File: src/rtl/ptr_upd_pkg.sv
package ptr_upd_pkg;

    typedef enum logic {
        MODE_BITREV = 1'b0,
        MODE_CIRC   = 1'b1
    } ptr_mode_e;

endpackage

File: src/rtl/ptr_bitrev_adder.sv
module ptr_bitrev_adder #(
    parameter int IDX_W = 16
) (
    input  logic [IDX_W-1:0] idx,
    input  logic [IDX_W-1:0] step,
    output logic [IDX_W-1:0] idx_next
);

    logic [IDX_W-1:0] idx_mir;
    logic [IDX_W-1:0] step_mir;
    logic [IDX_W-1:0] sum_mir;

    // mirror both operands, add normally, mirror back
    for (genvar g = 0; g < IDX_W; g++) begin : g_mirror
        assign idx_mir[g]            = idx[IDX_W-1-g];
        assign step_mir[g]           = step[IDX_W-1-g];
        assign idx_next[IDX_W-1-g]   = sum_mir[g];
    end

    assign sum_mir = idx_mir + step_mir;

endmodule

File: src/rtl/ptr_circ_wrap.sv
module ptr_circ_wrap #(
    parameter int IDX_W = 16,
    parameter int OFF_W = 10
) (
    input  logic [IDX_W-1:0] idx,
    input  logic [IDX_W-1:0] len,
    input  logic [OFF_W-1:0] off,
    output logic [IDX_W-1:0] idx_next
);

    localparam int SW = IDX_W + 2;

    logic signed [SW-1:0] off_s;
    logic signed [SW-1:0] len_s;
    logic signed [SW-1:0] sum_s;
    logic signed [SW-1:0] fold_s;

    assign off_s = {{(SW-OFF_W){off[OFF_W-1]}}, off};
    assign len_s = {2'b00, len};
    assign sum_s = $signed({2'b00, idx}) + off_s;

    always_comb begin
        if (len == '0) begin
            fold_s = sum_s;
        end else if (sum_s < 0) begin
            fold_s = sum_s + len_s;
        end else if (sum_s >= len_s) begin
            fold_s = sum_s - len_s;
        end else begin
            fold_s = sum_s;
        end
    end

    assign idx_next = fold_s[IDX_W-1:0];

endmodule

File: src/rtl/ptr_index_update.sv
module ptr_index_update
    import ptr_upd_pkg::*;
#(
    parameter int IDX_W   = 16,
    parameter int OFF_W   = 10,
    parameter bit REG_OUT = 1'b1
) (
    input  logic               clk,
    input  logic               rst_n,
    input  logic               in_valid,
    input  logic               in_mode,
    input  logic [2*IDX_W-1:0] in_companion,
    input  logic [OFF_W-1:0]   in_offset,
    output logic               out_valid,
    output logic [2*IDX_W-1:0] out_ea_index,
    output logic [2*IDX_W-1:0] out_companion
);

    localparam int CW = 2 * IDX_W;

    typedef struct packed {
        logic          valid;
        logic [CW-1:0] ea;
        logic [CW-1:0] comp;
    } result_t;

    logic [IDX_W-1:0] cur_idx;
    logic [IDX_W-1:0] hi_field;
    logic [IDX_W-1:0] br_next;
    logic [IDX_W-1:0] cw_next;
    ptr_mode_e        mode;

    result_t res_d;
    result_t res_q;

    assign cur_idx  = in_companion[IDX_W-1:0];
    assign hi_field = in_companion[CW-1:IDX_W];
    assign mode     = ptr_mode_e'(in_mode);

    ptr_bitrev_adder #(.IDX_W(IDX_W)) u_bitrev (
        .idx      (cur_idx),
        .step     (hi_field),
        .idx_next (br_next)
    );

    ptr_circ_wrap #(.IDX_W(IDX_W), .OFF_W(OFF_W)) u_circ (
        .idx      (cur_idx),
        .len      (hi_field),
        .off      (in_offset),
        .idx_next (cw_next)
    );

    always_comb begin
        res_d       = '0;
        res_d.valid = in_valid;
        res_d.ea    = {{IDX_W{1'b0}}, cur_idx};
        unique case (mode)
            MODE_BITREV: res_d.comp = {hi_field, br_next};
            MODE_CIRC:   res_d.comp = {hi_field, cw_next};
            default:     res_d.comp = in_companion;
        endcase
    end

    if (REG_OUT) begin : g_reg
        always_ff @(posedge clk) begin
            if (!rst_n) begin
                res_q <= '0;
            end else begin
                res_q <= res_d;
            end
        end
    end else begin : g_comb
        assign res_q = res_d;
    end

    assign out_valid     = res_q.valid;
    assign out_ea_index  = res_q.ea;
    assign out_companion = res_q.comp;

endmodule

File: config.mk
export PLATFORM = sky130hd
export DESIGN_NAME = ptr_index_update
export DESIGN_NICKNAME = d
export VERILOG_FILES = /design/src/rtl/ptr_upd_pkg.sv /design/src/rtl/ptr_bitrev_adder.sv /design/src/rtl/ptr_circ_wrap.sv /design/src/rtl/ptr_index_update.sv
export SDC_FILE = /design/constraint.sdc
export NUM_CORES = 1
export LEC_CHECK = 0
export BUFFER_PORTS_ARGS = -buffer_cell sky130_fd_sc_hd__buf_2
export CAP_MARGIN = 20
export CORE_ASPECT_RATIO = 0.8
export CORE_MARGIN = 3
export CORE_UTILIZATION = 40
export DETAILED_ROUTE_END_ITERATION = 7
export PLACE_DENSITY_LB_ADDON = 0.3
export REMOVE_ABC_BUFFERS = 1
export SLEW_MARGIN = 20
export SYNTH_ARGS = -nofsm -noshare
export SYNTH_HDL_FRONTEND = slang
export SYNTH_HIERARCHICAL = 1
export SYNTH_SLANG_ARGS = --single-unit
export TNS_END_PERCENT = 20
File: constraint.sdc
create_clock -name clk -period 6.55 [get_ports clk]
set_input_delay 1.31 -clock clk [delete_from_list [all_inputs] [get_ports clk]]
set_output_delay 1.31 -clock clk [all_outputs]
set_load 0.05 [all_outputs]
==> impl_metrics.yaml, run 1 <==
synth:
  synth_edf_count: 0
  synth_ff_type: "dfxtp_1"
  synthesis.area_um2: 5150
  synth-seq-cells: 49
  netlist_instances: 607
  async_flop_share_pct: 0
  synth-seq-area-share_pct: 19.0
  syn_area_per_cell_um2: 8.49
  synth_top_cell_by_area: "dfxtp_1"
  ys_top_cells_by_area: "dfxtp_1 (19%), ha_1 (15%), and2_1 (4.6%)"
  synth_top_cell_area_share_pct: 19.0
  yosys_warnings: 6
  ys_types: 77
power:
  power_frac_clock_pct: 19.4
  internal_power_w: 0.000823
  pwr-share-seq_pct: 22.4
  vdd_drop_max_mv: 0.105
  combinationalPowerShare_pct: 58.2
  switching_share_pct: 45.6
  cellLeakagePower_nw: 2.76
  p_switching_w: 0.000691
  p_total_w: 0.00151
  power_density_nw_per_um2: 260
clocking:
  clkTransAtPathRegs_ps: 60
  cts-root-buf: "clkbuf_16"
  postCtsSetupBuffers: 0
  ctsResizeCount: 0
  postCtsHoldBufs: 0
  cts_tree: "yes"
  cts_made_buffers: 5
  clockBufferDepth: 2
  cts.htree.levels: 2
  cts_num_sinks: 49
detailed_routing:
  wl_met3_mm: 1.24
  met2RoutedLength_mm: 6.42
  post_drt_via_cell_ratio: 5.78
  wl_met1_mm: 7.06
  wl_per_cell_um: 17.5
  drt-pass1-iter-count: 5
  drtIter0Drc: 502
  top_layer: "met4"
  antenna_left: 0
  vias: 4967
  wirelength_mm: 15.0
  drc: 0
timing:
  period_minus_slack_ps: 6060
  max-slew-margin-rel_pct: 56.5
  min_period_over_period_pct: 92.5
  hold_viol_final: 0
  max_freq_mhz: 165
  drv_slew: 0
  setup-tns-final_ps: 0
  finalSetupViolCount: 0
  tightest_slew_ps: 653
  rsz0062_at_grt: "false"
  setup_ws_ps: 492
finish:
  syn_to_final_growth_pct: 13.0
  nNetsFinal: 800
  n_antenna_cell: 0
  final_util_pct: 47.0
  finalInstanceArea_um2: 5820
  drive_above_1_share_pct: 18.5
global_route:
  grt_pass1_wl_mm: 23.5
  grt_overflow: 0
  grt_max_degree: 50
  grt_antenna_before_repair: 0
  first_global_vias: 4567
  grt_usage_pct: 20.2
critical_path:
  cp-end-kind: "flop"
  path_class: "in2reg"
  crit_required_ps: 6770
  critPathArrivalTime_ps: 6280
  critical_path.max_fanout: 10
  startpoint_type: "input port"
run_status:
  status: "finished clean"
die:
  die_w_um: 133
  die_h_um: 108
  io-pin-count: 111
  die_area_um2: 14300
  initial_core_util_pct: 41.6
  rows: 36
  core_area_um2: 12400
run:
  maxCapViolations: 0
place:
  gp_congestion: 0.966
  placed_area_um2: 5650
  hpwl_mm: 12.1
  place.port_buffers: 94
  dp_slack_ps: 285
min_path:
  hp-class: "in2reg"
==> layout by cell type, fill, tap and decap left out, types with 5 or more instances in the layout <==
cell type,synthesis,routed
mux2i_1,20,20
nor2b_1,26,26
inv_1,38,38
conb_1,1,16
o21ai_1,5,5
buf_2,10,94
nand2_1,19,19
xnor2_1,14,14
a211oi_1,6,6
o21ai_0,17,17
nand2b_1,6,6
a21o_1,17,17
nand4_1,6,6
o211ai_1,10,10
o21bai_1,7,7
a221oi_1,7,7
and2_1,38,38
nand3_1,7,7
clkbuf_16,0,5
a21oi_1,30,30
a221o_1,9,9
nor4_1,7,7
ha_1,63,63
nor3_1,11,11
o21a_1,5,5
nor2_1,40,40
xor2_1,18,18
dfxtp_1,49,49
o221ai_1,6,6
o31ai_1,5,5
==> path summary, 6_finish.rpt <==
| kind | startpoint | depth (start not counted) | to | slack, ps |
|---|---|---|---|---|
| max | in_companion[6] | 19 | out_companion[3] | 490 |
| min | in_valid | 2 | out_valid | 1220 |
==> state kept, by name (all words and copies together) (netlist names) <==
signal and count:
out_valid 1, out_companion 32, out_ea_index 16
==> layer usage <==
layer / GRT usage (%) / vias to the layer above
met5: 0 / -
met4: 6.23 / 0
met3: 2.76 / 33
met2: 30.9 / 242
met1: 29.3 / 2347
li1: - / 2345
==> cell usage after synthesis (4+ instances only) <==
master and instances:
a211oi_1 6, a21o_1 17, a21oi_1 30, a221o_1 9, a221oi_1 7, a311o_1 4
and2_1 38, and3_1 4, buf_2 10, buf_4 16, buf_6 4, clkbuf_1 8
dfxtp_1 49, fa_1 4, ha_1 63, inv_1 38, mux2i_1 20, nand2_1 19
nand2b_1 6, nand3_1 7, nand4_1 6, nor2_1 40, nor2b_1 26, nor3_1 11
nor4_1 7, o211ai_1 10, o21a_1 5, o21ai_0 17, o21ai_1 5, o21bai_1 7
o221ai_1 6, o31ai_1 5, or3_1 4, xnor2_1 14, xor2_1 18
==> critical path, stage by stage <==
cell      delay (ps)
buf_2            130
ha_1             360
a211oi_1         450
o21ai_1          200
o221ai_4         250
nor2_1           100
o31ai_1          340
mux2i_1          280
and2_1           170
ha_1             320
nand4b_1         150
nor3_1            80
a221oi_1         360
or2b_1           270
or4b_4           540
o211a_1          350
a31oi_1          340
mux2i_1          140
nor2b_1          130
==> cells by family after synthesis <==
kind of cell	synth area share, %
AOI/OAI and AO/OA	25.8
xor gates and xnor gates	5.44
adders and majority gates	16.8
buffers and inverters	7.91
DFF	19.0
muxes	4.18
other	0.0728
and+or+nand+nor	20.7
==> per-stage QoR <==
step	hold slack, ps	std cells
2_1_floorplan	1430	583
5_1_grt	1220	859
6_report	1220	859
4_1_cts	1220	859
3_3_place_gp	1520	851
3_5_place_dp	1520	851
==> cell type report <==
class / instances / area, um2
clock inverter: 3 / 46.3
clock buffer: 5 / 125
timing repair buffer: 97 / 493
multi-input combinational: 496 / 3820
tap: 171 / 214
sequential: 49 / 981
fill: 1187 / 6560
inverter: 38 / 143
==> power groups by stage <==
stage	clock network [W]	logic (W)	registers, W
floorplan	0	0.000528	0.000460
global placement	0	0.000845	0.000346
detailed placement	0	0.000859	0.000347
CTS	0.000302	0.000864	0.000340
global route	0.000317	0.000952	0.000342
finish	0.000294	0.000881	0.000340
(Power assumes the default switching activity.)
==> inputs of run 2 (changes only) <==
ABC_AREA = 1   (was default)
==> run 2 against run 1 <==
  * Global-route usage rose by 0.087 points
  * Hold slack got worse by 28 ps
  * Setup slack improved by 930 ps
  * Critical endpoint is now out_companion[6]
==> impl_metrics.yaml, run 2 <==
die:
  core_area_um2: 13700
  die_area_um2: 15700
  rows: 38
  die_w_um: 139
  io-pin-count: 111
  die_h_um: 113
  initial_core_util_pct: 41.4
timing:
  tightest_slew_ps: 926
  finalSetupViolCount: 0
  hold_viol_final: 0
  rsz0062_at_grt: "false"
  period_minus_slack_ps: 5120
  max_freq_mhz: 195
  setup-tns-final_ps: 0
  drv_slew: 0
  max-slew-margin-rel_pct: 38.1
  min_period_over_period_pct: 78.2
run_status:
  status: "finished clean"
detailed_routing:
  wl_per_cell_um: 13.7
  drt-pass1-iter-count: 5
  wirelength_mm: 16.3
  drtIter0Drc: 481
  drc: 0
  post_drt_via_cell_ratio: 4.83
  antenna_left: 0
  vias: 5768
finish:
  n_antenna_cell: 0
  layout_common_cells: "nand2_1 (283), inv_1 (166), buf_2 (94)"
  largest_reg_flops: 32
  final_util_pct: 46.2
  syn_to_final_growth_pct: 11.5
  nNetsFinal: 1125
  fill_cells: 1442
  layout_commonest_cell: "nand2_1"
  drive_above_1_share_pct: 14.6
critical_path:
  critical_path.max_fanout: 12
  crit_required_ps: 6780
  critPathArrivalTime_ps: 5350
  crit_path_max_incr_delay_ps: 430
  cpMostUsedCell: "nand2_1"
  cp-end-kind: "flop"
  startpoint_type: "input port"
  path_class: "in2reg"
  slowest_stage: "fa_1"
place:
  hpwl_mm: 13.2
  gp_congestion: 0.943
  place.port_buffers: 94
clocking:
  postCtsSetupBuffers: 0
  postCtsHoldBufs: 0
  cts_tree: "yes"
  ctsResizeCount: 0
  cts.htree.levels: 2
  cts_made_buffers: 5
  cts-root-buf: "clkbuf_16"
  clockBufferDepth: 2
  cts_num_sinks: 49
  clkTransAtPathRegs_ps: 70
power:
  power_density_nw_per_um2: 245
  cellLeakagePower_nw: 3.85
  p_switching_w: 0.000766
  power_frac_clock_pct: 19.5
  pwr-share-seq_pct: 21.4
  switching_share_pct: 49.2
  internal_power_w: 0.000790
  vdd_drop_max_mv: 0.107
  combinationalPowerShare_pct: 59.1
synth:
  synth_edf_count: 0
  async_flop_share_pct: 0
  synth-seq-cells: 49
  ys_types: 40
  yosys-top-cells-count: "nand2_1 (283), inv_1 (166), nor2_1 (79)"
  yosys_warnings: 6
  synth.most_common_cell: "nand2_1"
  synth_top_cell_area_share_pct: 18.7
  netlist_instances: 937
  syn_area_per_cell_um2: 6.08
  ys_top_cells_by_area: "nand2_1 (19%), dfxtp_1 (17%), ha_1 (14%)"
  synth-seq-area-share_pct: 17.2
  synth_ff_type: "dfxtp_1"
  synthesis.area_um2: 5690
  synth_top_cell_by_area: "nand2_1"
min_path:
  hp-class: "in2reg"
  hold_depth: 3
  min_to: "out_valid"
  min_from: "in_valid"
global_route:
  grt_antenna_before_repair: 0
  grt_usage_pct: 20.3
  grt_overflow: 0
  grt_pass1_wl_mm: 26.3
  first_global_vias: 5202
  grt_max_degree: 50
run:
  maxCapViolations: 0
-- run 2: cell types whose count changed in the layout (fill, tap and decap cells not counted), moves of 20 or more --
cell,previous run,this run
nand2_1,19,283
inv_1,38,166
nor2_1,40,79
and2_1,38,0
nand3_1,7,44
nor2b_1,26,0
a21oi_1,30,54
mux2i_1,20,0
-- run 2: per-layer routing --
metal | vias up | wire [um] | global-route usage, %
li1 | 3000 | - | -
met1 | 2530 | 7910 | 29.8
met2 | 219 | 6880 | 31.8
met3 | 19 | 1260 | 3.08
met4 | 0 | 231 | 3.85
met5 | - | 0 | 0
-- run 2: cells by family after synthesis --
family	share of synthesized area, %
flip-flops	17.2
XOR/XNOR	6.15
AND/OR/NAND/NOR	34.3
adder cells (fa/ha/maj)	15.3
AO/OA/AOI/OAI	10.8
other	0.0659
buffers and inverters	16.2
-- run 2: power by group through the flow --
stage	Sequential [W]	Combinational, W	Clock (W)
floorplan	0.000436	0.000584	0
global placement	0.000340	0.000904	0
detailed placement	0.000340	0.000899	0
CTS	0.000333	0.000904	0.000311
global route	0.000335	0.00102	0.000324
finish	0.000333	0.000919	0.000304
-- run 2: critical path, delay by kind of cell --
family | cells | cell delay (ps)
simple gates | 17 | 1530
buf+inv | 6 | 650
xor+xnor | 1 | 170
compound gates | 3 | 540
fa+ha+maj | 3 | 1110
-- run 2: cell type report --
class | instances | area, um2 | share of cell area [%]
clock buffers | 5 | 125 | 1.97
clock inverters | 3 | 46.3 | 0.729
inverters | 174 | 653 | 10.3
multi-input cells | 688 | 3840 | 60.6
flip-flops and latches | 49 | 981 | 15.5
well taps | 180 | 225 | 3.55
repair buffers | 94 | 470 | 7.41
-- run 2: worst max-delay path by stage --
stage          cells after the start               end            start
6_report                          30  out_companion[6]  in_companion[0]
5_1_grt                           30  out_companion[6]  in_companion[0]
4_1_cts                           30  out_companion[6]  in_companion[0]
3_5_place_dp                      30  out_companion[6]  in_companion[0]
3_3_place_gp                      28  out_companion[0]  in_companion[0]
2_1_floorplan                     29  out_companion[6]  in_companion[0]
-- run 2: stage by stage --
stage	cells	total power, W	instance area, um2	worst slack [ps]	hold WS, ps
2_1_floorplan	911	0.00102	5480	1960	1400
6_report	1193	0.00156	6350	1430	1200
3_3_place_gp	1185	0.00124	6170	1200	1500
4_1_cts	1193	0.00155	6350	1490	1190
3_5_place_dp	1185	0.00124	6170	1210	1500
5_1_grt	1193	0.00168	6350	1050	1230
